File: src/rtl/mbc_pkg.sv
package mbc_pkg;
  typedef enum logic [2:0] {
    ST_IDLE, ST_DRAIN, ST_TAIL, ST_EXC, ST_LP
  } mbc_state_e;

  typedef enum logic [1:0] {
    LP_NONE  = 2'b00,
    LP_HIB   = 2'b01,
    LP_SLEEP = 2'b10,
    LP_SUSP  = 2'b11
  } lp_mode_e;

  typedef struct packed {
    logic     wait_i;
    logic     wait_d;
    logic     flush;
    lp_mode_e lp;
  } bar_cmd_t;

  localparam int IMM_W = 5;
  localparam logic [4:0] PRIV_CAUSE = 5'd7;
endpackage

File: src/rtl/mbc_decode.sv
module mbc_decode
  import mbc_pkg::*;
#(
  parameter bit USE_MMU = 1'b1
) (
  input  logic [IMM_W-1:0] imm_i,
  input  logic             user_mode_i,
  output bar_cmd_t         cmd_o,
  output logic             priv_viol_o
);
  lp_mode_e lp;

  always_comb begin
    lp           = lp_mode_e'(imm_i[4:3]);
    cmd_o.lp     = lp;
    // low-power entry drains both sides regardless of the mask
    cmd_o.wait_i = ~imm_i[0] | (lp != LP_NONE);
    cmd_o.wait_d = ~imm_i[1] | (lp != LP_NONE);
    cmd_o.flush  = imm_i[1] & ~imm_i[0];
    priv_viol_o  = USE_MMU & imm_i[4] & user_mode_i;
  end
endmodule

File: src/rtl/mbc_drain.sv
module mbc_drain #(
  parameter int CNT_W = 4
) (
  input  logic [CNT_W-1:0] iside_cnt_i,
  input  logic [CNT_W-1:0] dside_cnt_i,
  input  logic             wait_i_i,
  input  logic             wait_d_i,
  output logic             drained_o
);
  logic i_ok, d_ok;

  always_comb begin
    i_ok      = ~wait_i_i | (iside_cnt_i == '0);
    d_ok      = ~wait_d_i | (dside_cnt_i == '0);
    drained_o = i_ok & d_ok;
  end
endmodule

File: src/rtl/mbc_tail_cnt.sv
module mbc_tail_cnt #(
  parameter int BASE_LAT = 2
) (
  input  logic clk_i,
  input  logic rst_ni,
  input  logic load_i,
  input  logic en_i,
  output logic last_o
);
  localparam int CW = (BASE_LAT > 2) ? $clog2(BASE_LAT - 1) : 1;
  localparam logic [CW-1:0] LOAD_V = CW'(BASE_LAT - 2);

  logic [CW-1:0] cnt_q;

  always_ff @(posedge clk_i or negedge rst_ni) begin
    if (!rst_ni)                      cnt_q <= '0;
    else if (load_i)                  cnt_q <= LOAD_V;
    else if (en_i && cnt_q != '0)     cnt_q <= cnt_q - 1'b1;
  end

  assign last_o = (cnt_q == '0);

  p_tail_load_r4: assert property (@(posedge clk_i) disable iff (!rst_ni)
    load_i |=> (cnt_q == LOAD_V));
endmodule

File: src/rtl/mem_barrier_ctrl.sv
module mem_barrier_ctrl
  import mbc_pkg::*;
#(
  parameter int CNT_W    = 4,
  parameter int WAKE_W   = 2,
  parameter bit USE_MMU  = 1'b1,
  parameter bit COHERENT = 1'b0
) (
  input  logic              clk_i,
  input  logic              rst_ni,
  input  logic              start_i,
  input  logic [IMM_W-1:0]  imm_i,
  input  logic              user_mode_i,
  input  logic [CNT_W-1:0]  iside_cnt_i,
  input  logic [CNT_W-1:0]  dside_cnt_i,
  input  logic [WAKE_W-1:0] wakeup_i,
  output logic              stall_o,
  output logic              pc_inc_o,
  output logic              fetch_flush_o,
  output logic              sleep_o,
  output logic              hibernate_o,
  output logic              suspend_o,
  output logic              exc_o,
  output logic [4:0]        exc_cause_o
);
  localparam int BASE_LAT = COHERENT ? 8 : 2;

  mbc_state_e state_q, state_d;
  bar_cmd_t   cmd_q, cmd_dec;
  logic       priv_viol, drained, tail_last, tail_load, done, lp_any;

  mbc_decode #(.USE_MMU(USE_MMU)) u_decode (
    .imm_i       (imm_i),
    .user_mode_i (user_mode_i),
    .cmd_o       (cmd_dec),
    .priv_viol_o (priv_viol)
  );

  mbc_drain #(.CNT_W(CNT_W)) u_drain (
    .iside_cnt_i (iside_cnt_i),
    .dside_cnt_i (dside_cnt_i),
    .wait_i_i    (cmd_q.wait_i),
    .wait_d_i    (cmd_q.wait_d),
    .drained_o   (drained)
  );

  assign tail_load = (state_q == ST_DRAIN) && drained;

  mbc_tail_cnt #(.BASE_LAT(BASE_LAT)) u_tail (
    .clk_i  (clk_i),
    .rst_ni (rst_ni),
    .load_i (tail_load),
    .en_i   (state_q == ST_TAIL),
    .last_o (tail_last)
  );

  always_comb begin
    state_d = state_q;
    unique case (state_q)
      ST_IDLE:  if (start_i) state_d = priv_viol ? ST_EXC : ST_DRAIN;
      ST_DRAIN: if (drained) state_d = ST_TAIL;
      ST_TAIL:  if (tail_last) state_d = (cmd_q.lp != LP_NONE) ? ST_LP : ST_IDLE;
      ST_EXC:   state_d = ST_IDLE;
      ST_LP:    if (|wakeup_i) state_d = ST_IDLE;
      default:  state_d = ST_IDLE;
    endcase
  end

  always_ff @(posedge clk_i or negedge rst_ni) begin
    if (!rst_ni) begin
      state_q <= ST_IDLE;
      cmd_q   <= '0;
    end else begin
      state_q <= state_d;
      if (state_q == ST_IDLE && start_i) cmd_q <= cmd_dec;
    end
  end

  always_comb begin
    done          = (state_q == ST_TAIL) && tail_last;
    stall_o       = (state_q != ST_IDLE);
    pc_inc_o      = done;
    fetch_flush_o = done && cmd_q.flush;
    sleep_o       = (state_q == ST_LP) && (cmd_q.lp == LP_SLEEP);
    hibernate_o   = (state_q == ST_LP) && (cmd_q.lp == LP_HIB);
    suspend_o     = (state_q == ST_LP) && (cmd_q.lp == LP_SUSP);
    exc_o         = (state_q == ST_EXC);
    exc_cause_o   = exc_o ? PRIV_CAUSE : 5'd0;
    lp_any        = sleep_o | hibernate_o | suspend_o;
  end

  p_lp_onehot_r7: assert property (@(posedge clk_i) disable iff (!rst_ni)
    $onehot0({sleep_o, hibernate_o, suspend_o}));

  p_lp_full_drain_r8: assert property (@(posedge clk_i) disable iff (!rst_ni)
    (tail_load && cmd_q.lp != LP_NONE) |-> (iside_cnt_i == '0 && dside_cnt_i == '0));

  p_lp_after_pc_r8: assert property (@(posedge clk_i) disable iff (!rst_ni)
    $rose(lp_any) |-> $past(pc_inc_o));

  p_exc_no_pc_r9: assert property (@(posedge clk_i) disable iff (!rst_ni)
    exc_o |-> !pc_inc_o);

  p_exc_single_r9: assert property (@(posedge clk_i) disable iff (!rst_ni)
    exc_o |=> (!stall_o && !lp_any));

  p_wake_release_r10: assert property (@(posedge clk_i) disable iff (!rst_ni)
    (lp_any && |wakeup_i) |=> (!stall_o && !lp_any));

  p_pc_pulse_r5: assert property (@(posedge clk_i) disable iff (!rst_ni)
    pc_inc_o |=> !pc_inc_o);

  p_flush_with_pc_r6: assert property (@(posedge clk_i) disable iff (!rst_ni)
    fetch_flush_o |-> pc_inc_o);
endmodule

File: config.mk
export PLATFORM = sky130hd
export DESIGN_NAME = mem_barrier_ctrl
export DESIGN_NICKNAME = d
export VERILOG_FILES = /design/src/rtl/mbc_pkg.sv /design/src/rtl/mbc_decode.sv /design/src/rtl/mbc_drain.sv /design/src/rtl/mbc_tail_cnt.sv /design/src/rtl/mem_barrier_ctrl.sv
export SDC_FILE = /design/constraint.sdc
export NUM_CORES = 1
export LEC_CHECK = 0
export BUFFER_PORTS_ARGS = -buffer_cell sky130_fd_sc_hd__buf_2
export CAP_MARGIN = 20
export CORE_AREA = 2 2 42 44
export CTS_CLUSTER_DIAMETER = 80
export DETAILED_ROUTE_END_ITERATION = 8
export DIE_AREA = 0 0 44 46
export GPL_TIMING_DRIVEN = 0
export PLACE_DENSITY = 0.67
export SKIP_CTS_REPAIR_TIMING = 1
export SLEW_MARGIN = 40
export SYNTH_ARGS = -nofsm -noshare
export SYNTH_HDL_FRONTEND = slang
export SYNTH_SLANG_ARGS = --single-unit
File: constraint.sdc
create_clock -name clk_i -period 1.4 [get_ports clk_i]
set_input_delay 0.42 -clock clk_i [delete_from_list [all_inputs] [get_ports clk_i]]
set_output_delay 0.42 -clock clk_i [all_outputs]
set_load 0.01 [all_outputs]
# ---- Word-level counts from Yosys, hierarchy flattened
# Cells that the tools add are included.
dict set report totals {
  elab_cells 57
  output_inout_bits 12
  input_bits 19
  ff_bits 9
}
dict set report op_classes {
  n_reduce_logical 17
  eq_ne 11
  n_bitwise 12
  n_addsub 1
  mux 10
}
# operator count
set op_table {}
lappend op_table {{3-bit two-way mux} 6}
lappend op_table {{3-bit one-hot mux with 4 select lines} 1}
lappend op_table {{1-bit logical AND} 8}
lappend op_table {{4-bit zero test} 2}
lappend op_table {{2-bit != test (second input constant)} 4}
lappend op_table {{3-bit by 2-bit equality test with 1-bit output (second input constant)} 2}
lappend op_table {{2-bit nonzero test} 3}
lappend op_table {{1-bit inverter} 5}
lappend op_table {{2-bit equality test (second input constant)} 2}
lappend op_table {{1-bit bitwise OR} 4}
lappend op_table {{4-bit AND reduction} 1}
lappend op_table {{1-bit AND} 3}
lappend op_table {{3-bit by 1-bit equality test with 1-bit output (second input constant)} 1}
lappend op_table {{3-bit equality test (second input constant)} 1}
lappend op_table {{3-bit zero test} 1}
lappend op_table {{3-bit nonzero test} 1}
lappend op_table {{2-bit by 1-bit equality test with 1-bit output (second input constant)} 1}
lappend op_table {{1-bit two-way mux} 2}
lappend op_table {{2-bit two-way mux} 1}
lappend op_table {{2-bit OR reduction} 1}
lappend op_table {{1-bit subtractor (second input constant)} 1}

# ---- Longest topological paths before layout
# Gate-level depths: netlist (run 1).
dict set report logic_depth {
  ltp_word 5
  ltp_mapped 4
  depth_no_buf 3
}

# ---- Cells and area by module
# A second synthesis (run 1) with hierarchy kept.
dict set report unflattened {
  hier_cells 57
  area_unflattened_um2 623.1
}
# mod instances cells_each area_per_inst_um2
set modules_own_cells {}
lappend modules_own_cells {mem_barrier_ctrl 1 45 513.0}
lappend modules_own_cells {mbc_decode 1 6 46.3}
lappend modules_own_cells {mbc_tail_cnt 1 3 41.3}
lappend modules_own_cells {mbc_drain 1 3 22.5}

# ---- Least setup slack after synthesis (run 1)
# OpenSTA, ideal clock, no wires.
dict set report synth_path {
  path_type {reg2out}
  from {reg state_q[2]}
  to {out hibernate_o}
  t_required_ns 0.980
  path_slack_ns -0.065
  arrival_time_ns 1.045
  path_stages_with_launch 5
  path_cell_list {dfrtp_1 buf_2 nor3b_1 nand2_1 nor2_1}
}
dict set report synth_via {
  elab_chain_len 2
}
# item line
set synth_lines {}
lappend synth_lines {{from (decl)} mem_barrier_ctrl.sv:28} ;# mbc_state_e state_q, state_d;
lappend synth_lines {{from (signal assigned)} mem_barrier_ctrl.sv:74} ;# state_q <= state_d;
lappend synth_lines {{3-bit equality test} mem_barrier_ctrl.sv:85} ;# hibernate_o = (state_q == ST_LP) && (cmd_q.lp == LP_HIB);
lappend synth_lines {{1-bit logical AND} mem_barrier_ctrl.sv:85}
lappend synth_lines {{to (decl)} mem_barrier_ctrl.sv:21} ;# output logic hibernate_o,
# No other way between the ends.

# ---- Worst setup path after layout (run 1)
dict set report layout_path {
  from {reg state_q[0]}
  to {out hibernate_o}
}
# Same word-level chain as after synthesis.

==> results of run 1 <==
[cells in the mapped netlist (all sizes together) (2+ instances only)]
cell type  count  area share [%]
dfrtp          9              44
nor2           6             4.4
nand2          3             2.2
a31oi          2             2.4
o41ai          2             3.4
or2            2             2.4
buf            6             8.3
mux2           2             4.4
a21oi          2             1.9
[power by group]
| part | internal (mW) | total (mW) | switching [mW] |
|---|---|---|---|
| logic | 0.262 | 0.428 | 0.166 |
| registers | 0.349 | 0.447 | 0.0979 |
| clock network | 0.110 | 0.196 | 0.0865 |
| total | 0.720 | 1.07 | 0.350 |
[layout make-up]
cell class	count	area share, %
inverters	1	0.4651
multi-input cells	36	33.80
well taps	17	2.636
flip-flops and latches	9	28.22
clock buffers	4	3.256
repair buffers	30	24.19
plain buffers	6	7.442
[kinds of logic after synthesis]
family	after synthesis	synth area share, %
and+or+nand+nor	22	27.74
AOI/OAI and AO/OA	10	14.36
DFF	9	43.80
buffers and inverters	7	9.002
muxes	2	4.379
other	1	0.7292
[worst register-to-register path: cells and delay by family (launching register included)]
kind | cells | cell delay [ns]
DFF | 1 | 0.37
and+or+nand+nor | 1 | 0.37
buffers and inverters | 2 | 0.25
AOI/OAI and AO/OA | 1 | 0.23
[stage by stage]
step / hold WS (ns) / worst slack, ns / util [%] / setup TNS (ns) / std cells
2_1_floorplan: 0.1244 / 0.001409 / - / 0 / 52
3_3_place_gp: 0.2790 / -0.1166 / 42.09 / -0.7533 / 96
5_1_grt: 0.01044 / -0.3796 / 50.00 / -3.333 / 103
6_report: 0.001227 / -0.3067 / 50.00 / -2.754 / 103
4_1_cts: 0.005645 / -0.4013 / 43.72 / -3.590 / 100
3_5_place_dp: 0.2820 / -0.1242 / 42.09 / -0.9398 / 96
[sequential cells by signal, summed over array words and instances, names as in the netlist]
name          count
u_tail.cnt_q      1
state_q           3
cmd_q             5
[worst max path at each step]
| stage | end | start |
|---|---|---|
| floorplan | fetch_flush_o | state_q[0] |
| global placement | cmd_q[1] | state_q[1] |
| detailed placement | hibernate_o | state_q[2] |
| CTS | hibernate_o | state_q[2] |
| global route | suspend_o | state_q[0] |
| finish | hibernate_o | state_q[0] |
[layout by cell type (no fill, tap or decap), drive strengths merged]
cell type	netlist	final
a21oi	2	2
a22o	1	1
a31oi	2	2
and3	1	1
and3b	1	1
and4b	1	1
buf	6	36
clkbuf	0	4
conb	1	2
dfrtp	9	9
inv	1	1
mux2	2	2
nand2	3	3
nand2b	1	1
nand3b	1	1
nor2	6	6
nor3	1	1
nor3b	1	1
nor4	1	1
nor4b	1	1
o21ai	1	1
o221a	1	1
o32ai	1	1
o41ai	2	2
or2	2	2
or3	1	1
or3b	1	1
[metal layers]
| layer | global-route usage (%) | wire length (µm) | vias to the layer above |
|---|---|---|---|
| met2 | 20.29 | 540 | 17 |
| met1 | 12.41 | 482 | 213 |
| met5 | 0 | 0 | - |
| met4 | 7.273 | 31 | 0 |
| met3 | 3.175 | 68 | 4 |
| li1 | - | - | 249 |
==> summary.txt, run 1 <==
Worst setup path
  – Type of the worst setup path: register to output port
  – Reg2Reg Depth: 4
  – CP startpoint kind: register
  – Crit Path Max Fanout: 7
  – Worst path cell trace: nor3b_4, nand2_1, nor2_1, buf_2
  – Buf/Inv on CP: 1
  – Critical path endpoint category: output port
  – R2R Path Start: state_q[2]
  – CP peak stage delay: 0.47 ns
  – Levels on crit path: 4
  – Reg-to-reg endpoint: u_tail.cnt_q
  – CP arrival: 1.29 ns
  – CP required: 0.98 ns
  – Reg2Reg Setup Slack: 0.05 ns
  – CP top delay family: flip-flops
  – Slowest-stage cell, CP: dfrtp_2

Clock network
  – Clk Latency, worst-skew pair: 0.26 ns
  – CTS tree: built
  – Depth of the CTS H-tree: 1
  – Sink Count: 9
  – Clock tree root driver cell: clkbuf_4
  – Maximum buffer depth of the clock tree: 2
  – Cts bufs inserted: 3
  – Clock transition at path regs: 0.06 ns

Final layout
  – Diode count: 0
  – Layout area overhead: 56.93%
  – Fillcell total: 146
  – Final nets: 106
  – Layout cells sized above 1: 60.47%
  – Multi-input gate area: 272.8 µm²
  – Register area: 227.7 µm²
  – Design area: 807.0 µm²

Timing
  – Slew Viols, Final: 0
  – Max Clock Skew: 0.007521 ns
  – Post-layout min period: 1.707 ns
  – Setup violators final: 10
  – Fmax: 585.9 MHz
  – Final worst path period share: 121.9%
  – Final hold vios: 0
  – RSZ-0062 raised after global routing: true
  – Worst setup margin: -0.3067 ns

Route
  – Detailed router's first-iteration violation count: 0
  – Final WL: 1123 µm
  – Post-DRT Antenna Nets: 0
  – Post-DR vias/cell: 4.689
  – Via count: 483
  – DRC Markers: 0
  – Drt pass-1 iters: 1
  – Wire length per cell: 10.90 µm

Floorplan
  – DIE WIDTH: 44 µm
  – I/O pin count: 31
  – Site row count: 15
  – Die height: 46 µm
  – Core area: 1614 µm²
  – Die outline area: 2024 µm²
  – Initial Util: 31.86%

Placed design
  – RD Place Congestion: 0.7374
  – HPWL after detailed placement: 877.7 µm
  – Placed Area: 679.4 µm²
  – PortBufs: 27

Global route
  – Largest net degree at the start of global routing: 10
  – Total gr overflow: 0
  – Antenna violations before repair: 0
  – GRT Util Overall: 11.64%
  – First-pass GRT wire length: 1683 µm
  – Vias in the first global route: 413

Power
  – Power Total: 1.070 mW
  – Worst vdd ir: 0.0005670 V
  – Leakage power: 0.3977 nW
  – Power per cell area: 1326 nW/µm²

Synth
  – Synth async-reset ratio: 100.0%
  – Synth Instances: 51
  – Top FF cell, synth: dfrtp_1
  – Post-Syn Area per Cell: 10.08 µm²
  – Unique masters post-synth: 27
  – Number of flops mapped to enable cells by yosys: 0
  – Synth warn: 0
  – Post-synthesis cell area: 514.2 µm²
  – Post-synthesis sequential element count: 9
  – Sequential share of the synthesized area: 43.80%

Run
  – Max-cap check violation count: 0

Outcome
  – Failing checks: setup timing
  – Outcome: complete, but fails checks

Worst hold path
  – Worst hold-check path type: primary input to async pin
No activity file was read; power rests on OpenSTA's default activity.
==> inputs of run 2 (changes only) <==
ABC_CLOCK_PERIOD_IN_PS = 1400   (was unset)
CORE_AREA = 2 2 41 43   (was 2 2 42 44)
DIE_AREA = 0 0 43 45   (was 0 0 44 46)
PLACE_DENSITY = 0.7   (was 0.67)
==> run 2 against run 1 <==
Against the previous run:
- the flow finishes with violations (hold timing, setup timing)
- combinational power increased by 12%
- wire length increased by 14%
- final cell count increased by 0.97%
- worst hold slack got worse by 0.0026 ns
==> summary.txt, run 2 (synthesis results as in run 1) <==
Route
  – Wire length per cell: 12.27 µm (+13%)
  – Final WL: 1276 µm (+14%)
  – DRC Markers: 0 (unchanged)
  – Detailed router's first-iteration violation count: 3 (+3)
  – Drt pass-1 iters: 5 (+4)
  – Post-DR vias/cell: 4.885 (+4.2%)
  – Post-DRT Antenna Nets: 0 (unchanged)
  – Via count: 508 (+5.2%)

Placed design
  – PortBufs: 27 (unchanged)
  – RD Place Congestion: 0.6889 (-6.6%)
  – HPWL after detailed placement: 891 µm (+1.5%)
  – Dpl cells: 95 (-1.0%)
  – Placed Area: 678.2 µm² (-0.18%)

Worst setup path
  – Reg2Reg Setup Slack: -0.06 ns (-0.11 ns)
  – Reg-to-reg endpoint: cmd_q[0]
  – Type of the worst setup path: register to output port
  – CP top delay family: flip-flops
  – Buf/Inv on CP: 1 (unchanged)
  – Critical path endpoint category: output port
  – CP arrival: 1.29 ns (about the same)
  – CP required: 0.98 ns (about the same)
  – Slowest-stage cell, CP: dfrtp_2
  – Reg2Reg Depth: 4 (unchanged)
  – Crit Path Max Fanout: 7 (unchanged)
  – R2R Path Start: state_q[2]
  – Worst path cell trace: nand2b_1, nor3_2, buf_2
  – CP startpoint kind: register
  – CP peak stage delay: 0.45 ns (-0.02 ns)

Power
  – Internal power: 0.7456 mW (+3.6%)
  – Power Total: 1.120 mW (+4.7%)
  – Power per cell area: 1386 nW/µm² (+4.5%)
  – Sw power: 0.3748 mW (+7.0%)
  – Sequential share of power: 39.1% (-2.6 points)
  – Switching Fraction: 33.45% (+0.72 points)
  – Comb pwr share: 43.0% (+3.0 points)
  – Leakage power: 0.4077 nW (+2.5%)
  – Worst vdd ir: 0.0006158 V (+8.6%)
  – Clock share of power: 18.0% (-0.3 points)

Final layout
  – Most common cell after layout, fill and taps aside: buf_2
  – Post-route insts no fill: 104 (+0.97%)
  – Final nets: 108 (+1.9%)
  – Fin util: 54.93% (+4.9 points)
  – Most frequent cells in the layout: buf_2, buf_6, buf_4, dfrtp_1, nor2_1
  – Top Registers: cmd_q (5), state_q (3), u_tail.cnt_q (1)
  – Max reg flops: 5 (unchanged)
  – Layout cells sized above 1: 62.50% (+2.0 points)
  – Biggest register: cmd_q
  – Layout area overhead: 57.18%
  – Diode count: 0 (unchanged)
  – Design area: 808.3 µm² (+0.16%)

Clock network
  – Sink Count: 9 (unchanged)
  – CTS tree: built
  – Clock transition at path regs: 0.06 ns (about the same)
  – Clock tree root driver cell: clkbuf_4
  – Clk Latency, worst-skew pair: 0.26 ns (about the same)
  – Maximum buffer depth of the clock tree: 2 (unchanged)
  – Cts bufs inserted: 3 (unchanged)
  – Depth of the CTS H-tree: 1 (unchanged)

Outcome
  – Outcome: complete, but fails checks
  – Failing checks: hold timing, setup timing

Timing
  – Fmax: 586.2 MHz (about the same)
  – Hold Slack: -0.001364 ns (-0.002591 ns)
  – Max Clock Skew: 0.004457 ns (-0.003064 ns)
  – Slew Viols, Final: 0 (unchanged)
  – Post-layout min period: 1.706 ns (-0.0007610 ns)
  – Final hold vios: 4 (+4)
  – RSZ-0062 raised after global routing: true
  – Final worst path period share: 121.9% (about the same)
  – Setup violators final: 15 (+5)
  – Worst setup margin: -0.3060 ns (+0.0007610 ns)

Floorplan
  – Die height: 45 µm (-2.2%)
  – I/O pin count: 31 (unchanged)
  – DIE WIDTH: 43 µm (-2.3%)
  – Die outline area: 1935 µm² (-4.4%)
  – Site row count: 14 (-1)
  – Core area: 1471 µm² (-8.8%)
  – Initial Util: 34.95% (+3.1 points)

Global route
  – Antenna violations before repair: 0 (unchanged)
  – GR Util met2: 20.91% (+0.61 points)
  – Largest net degree at the start of global routing: 10 (unchanged)
  – GRT Util Overall: 12.64% (+1.0 points)
  – Total gr overflow: 0 (unchanged)
  – Vias in the first global route: 430 (+4.1%)
  – Most Used Layer, Global Route: met2
  – First-pass GRT wire length: 1759 µm (+4.5%)
  – GR Layer Usage met1: 14.79% (+2.4 points)
  – Met3 usage: 2.400% (-0.77 points)

Worst hold path
  – Worst hold-check path type: primary input to async pin

Run
  – Max-cap check violation count: 0 (unchanged)
[run 2: cell type report]
type,count,area [µm²]
Multi-Input combinational cell,36,279.0
Timing Repair Buffer,32,198.9
Tap cell,16,20.02
Buffer,6,52.55
Clock buffer,4,26.28
Inverter,1,3.754
Fill cell,140,663.1
Sequential cell,9,227.7
[run 2: routing by layer]
layer  vias up  share of wire [%]
met4         0               0.94
met2        14                 54
met5         -                  0
met1       235                 41
met3         2                3.8
li1        257                  -
[run 2: stage by stage]
stage          setup WS, ns  TNS, ns
6_report            -0.3060   -2.886
3_3_place_gp        -0.1237  -0.7845
2_1_floorplan      0.001409        0
3_5_place_dp        -0.1444   -1.030
4_1_cts             -0.4350   -3.659
5_1_grt             -0.4169   -4.057
[run 2: worst max-delay path by stage]
stage,start,end,cells after the start
2_1_floorplan,state_q[0],fetch_flush_o,2
3_3_place_gp,state_q[0],pc_inc_o,3
3_5_place_dp,state_q[0],pc_inc_o,3
4_1_cts,state_q[0],pc_inc_o,3
5_1_grt,state_q[2],sleep_o,5
6_report,state_q[0],pc_inc_o,3
[run 2: power groups by stage]
stage	logic, mW	registers, mW	clock network (mW)
floorplan	0.263	0.417	0
global placement	0.348	0.435	0
detailed placement	0.357	0.438	0
CTS	0.360	0.432	0.212
global route	0.529	0.453	0.223
finish	0.481	0.438	0.202
[run 2: worst reg2reg max path, cell delays in order (launching register included)]
cell,delay [ns]
dfrtp_1,0.39
buf_6,0.14
buf_6,0.11
nor4b_4,0.35
mux2_2,0.37
==> inputs of run 3 (changes only) <==
ABC_AREA = 1   (was unset)
CORE_AREA = 2 2 42 44   (was 2 2 41 43)
CTS_CLUSTER_DIAMETER = 60   (was 80)
DIE_AREA = 0 0 44 46   (was 0 0 43 45)
MAX_ROUTING_LAYER = met4   (was unset)
PLACE_DENSITY = 0.71   (was 0.7)
==> run 3 against run 2 <==
Against the previous run:
- the flow still finishes with violations (hold timing, setup timing)
- wire length increased by 2.3%
- first-iteration DRC count decreased by 67%
- die area increased by 4.6%
- worst hold slack about the same
- critical path depth increased by 1
- synthesized cell count increased by 51%
- clock skew decreased by 0.00077 ns
- critical path type unchanged
- highest routed layer unchanged
==> summary.txt, run 3 <==
Clock network
  – CTS tree: built
  – Clock transition at path regs: 0.06 ns (about the same)
  – Clk Latency, worst-skew pair: 0.26 ns (about the same)
  – Maximum buffer depth of the clock tree: 2 (unchanged)
  – Clock tree root driver cell: clkbuf_4
  – Depth of the CTS H-tree: 1 (unchanged)
  – Sink Count: 9 (unchanged)
  – Cts bufs inserted: 3 (unchanged)

Global route
  – Antenna violations before repair: 0 (unchanged)
  – Largest net degree at the start of global routing: 11 (+1)
  – Total gr overflow: 0 (unchanged)
  – First-pass GRT wire length: 1994 µm (+13%)
  – GRT Util Overall: 14.32% (+1.7 points)
  – Vias in the first global route: 497 (+16%)

Synth
  – Unique masters post-synth: 20 (-26%)
  – Top post-synthesis cells by area: dfrtp_1, inv_1, nand2_1
  – Post-synthesis sequential element count: 9 (unchanged)
  – Largest family of logic cells by synthesized area: simple AND/OR/NAND/NOR gates
  – Synth async-reset ratio: 100.0% (unchanged)
  – Synth Instances: 77 (+51%)
  – Post-synthesis cell area: 573.1 µm² (+11%)
  – Yosys top cell area share: 39.30% (-4.5 points)
  – Most common library cells after synthesis: inv_1, nand2_1, dfrtp_1, nor2_1, nand3_1
  – Xor/xnor cell area share of the yosys netlist: 0% (unchanged)
  – Number of flops mapped to enable cells by yosys: 0 (unchanged)
  – Post-Synth Adder-Cell Area: 0% (unchanged)
  – Post-Syn Area per Cell: 7.442 µm² (-26%)
  – Cell taking the most area after synthesis: dfrtp_1
  – Synth Area in Compound Gates: 6.987% (-7.4 points)
  – Synth warn: 0 (unchanged)
  – Proportion of synthesized area in mux cells: 0% (-4.4 points)
  – Top FF cell, synth: dfrtp_1
  – Simple-gate portion of the synthesized area: 36.03% (+8.3 points)
  – Sequential share of the synthesized area: 39.30% (-4.5 points)

Timing
  – Max Clock Skew: 0.003684 ns (-0.0007734 ns)
  – Hold Slack: -0.001831 ns (-0.0004670 ns)
  – TNS Setup: -1.690 ns (+1.196 ns)
  – Post-layout min period: 1.610 ns (-0.09610 ns)
  – Final hold vios: 4 (unchanged)
  – Fmax: 621.2 MHz (+6.0%)
  – Setup violators final: 10 (-5)
  – Final worst path period share: 115.0% (-6.9 points)
  – RSZ-0062 raised after global routing: true
  – Slew Viols, Final: 0 (unchanged)
  – Worst setup margin: -0.2099 ns (+0.09610 ns)

Final layout
  – Max reg flops: 5 (unchanged)
  – Design area: 909.6 µm² (+13%)
  – Layout cells sized above 1: 53.45% (-9.1 points)
  – Layout area overhead: 58.73%
  – Post-route insts no fill: 133 (+28%)
  – Most frequent cells in the layout: buf_2, nand2_1, buf_4, inv_1, nor2_1
  – Top Registers: cmd_q (5), state_q (3), u_tail.cnt_q (1)
  – Multi-input gate area: 315.3 µm² (+13%)
  – Diode count: 0 (unchanged)
  – Biggest register: cmd_q
  – Most common cell after layout, fill and taps aside: buf_2
  – Final nets: 136 (+26%)
  – Fillcell total: 156 (+11%)
  – Fin util: 56.36% (+1.4 points)
  – Register area: 227.7 µm² (unchanged)

Route
  – Met3 WL: 61 µm (+27%)
  – Detailed router's first-iteration violation count: 1 (-2)
  – Wire length per cell: 9.812 µm (-20%)
  – Via count: 612 (+20%)
  – Highest metal used: met4
  – DRT met1 WL: 536 µm (+2.3%)
  – Post-DR vias/cell: 4.602 (-5.8%)
  – DRC Markers: 0 (unchanged)
  – WL met2: 687 µm (-0.43%)
  – Post-DRT Antenna Nets: 0 (unchanged)
  – Drt pass-1 iters: 2 (-3)
  – Final WL: 1305 µm (+2.3%)

Worst hold path
  – Worst hold-check path type: primary input to async pin

Worst setup path
  – R2R Path Start: state_q[2]
  – Crit Path Max Fanout: 4 (-3)
  – CP arrival: 1.19 ns (-0.10 ns)
  – Worst path cell trace: buf_6, nor2_4, nand2_2, buf_6
  – Reg2Reg Depth: 7 (+3)
  – Critical path endpoint category: output port
  – CP required: 0.98 ns (about the same)
  – Type of the worst setup path: register to output port
  – Reg-to-reg endpoint: cmd_q[4]
  – CP peak stage delay: 0.46 ns (about the same)
  – Slowest-stage cell, CP: dfrtp_2
  – CP top delay family: flip-flops
  – Buf/Inv on CP: 2 (+1)
  – Reg2Reg Setup Slack: 0.08 ns (+0.14 ns)
  – CP startpoint kind: register
  – Levels on crit path: 4 (+1)
  – Most frequent CP cell: buf_6

Floorplan
  – Core area: 1614 µm² (+9.7%)
  – Site row count: 15 (+1)
  – I/O pin count: 31 (unchanged)
  – Initial Util: 35.50% (+0.55 points)
  – Die height: 46 µm (+2.2%)
  – Die outline area: 2024 µm² (+4.6%)
  – DIE WIDTH: 44 µm (+2.3%)

Power
  – Power per cell area: 1681 nW/µm² (+21%)
  – Leakage power: 0.4861 nW (+19%)
  – Power Total: 1.529 mW (+36%)
  – Worst vdd ir: 0.0006820 V (+11%)

Placed design
  – HPWL after detailed placement: 993.1 µm (+11%)
  – Dpl cells: 122 (+28%)
  – Placed Area: 738.2 µm² (+8.9%)
  – Pre-CTS WS: -0.04834 ns (+0.09604 ns)
  – RD Place Congestion: 0.7241 (+5.1%)
  – PortBufs: 27 (unchanged)

Outcome
  – Failing checks: hold timing, setup timing
  – Outcome: complete, but fails checks

Run
  – Max-cap check violation count: 0 (unchanged)
==> run 3: cell count changes in the layout (fill, tap and decap cells not counted), moves of 3 or more <==
cell / previous run / this run
buf_4: 7 / 11
inv_1: 1 / 10
nand2_1: 3 / 11
nand3_1: 0 / 5
nor2_1: 5 / 8
nor3_2: 1 / 4
==> run 3: cells by family after synthesis <==
logic type / Yosys count
AO/OA/AOI/OAI: 7
AND/OR/NAND/NOR: 41
flip-flops: 9
buffers and inverters: 19
other: 1
==> run 3: how the worst max path moves through the flow <==
stage | start | to | slack (ns)
floorplan | state_q[1] | exc_cause_o[0] | 0.02
global placement | state_q[2] | fetch_flush_o | -0.02
detailed placement | state_q[1] | exc_cause_o[2] | -0.05
CTS | state_q[1] | exc_cause_o[2] | -0.34
global route | state_q[0] | exc_cause_o[2] | -0.26
finish | state_q[2] | stall_o | -0.21
==> run 3: layer usage <==
layer / up-vias / global-route usage, %
met3: 2 / 1.587
met2: 15 / 23.53
met1: 278 / 15.89
met4: 0 / 10.91
li1: 317 / -
met5: - / -
==> run 3: layout make-up <==
cell class / instances / area share (%)
multi-input cells: 50 / 34.66
flip-flops and latches: 9 / 25.03
repair buffers: 34 / 23.80
inverters: 13 / 5.915
plain buffers: 6 / 5.365
clock buffers: 4 / 2.889
well taps: 17 / 2.338
==> run 3: power by group <==
group	switching, mW	leakage (nW)	internal [mW]	total (mW)
Combinational	0.459	0.365	0.428	0.888
Sequential	0.0801	0.106	0.359	0.439
Clock	0.0922	0.0150	0.110	0.202
Total	0.631	0.486	0.897	1.53
==> run 3: worst reg2reg max path: stages, from the launching register on <==
cell and delay (ns):
dfrtp_2 0.46, buf_6 0.14, nor2_4 0.12, nand2_2 0.09, nor2_4 0.11, buf_6 0.14, nand4_2 0.07, o21a_1 0.10
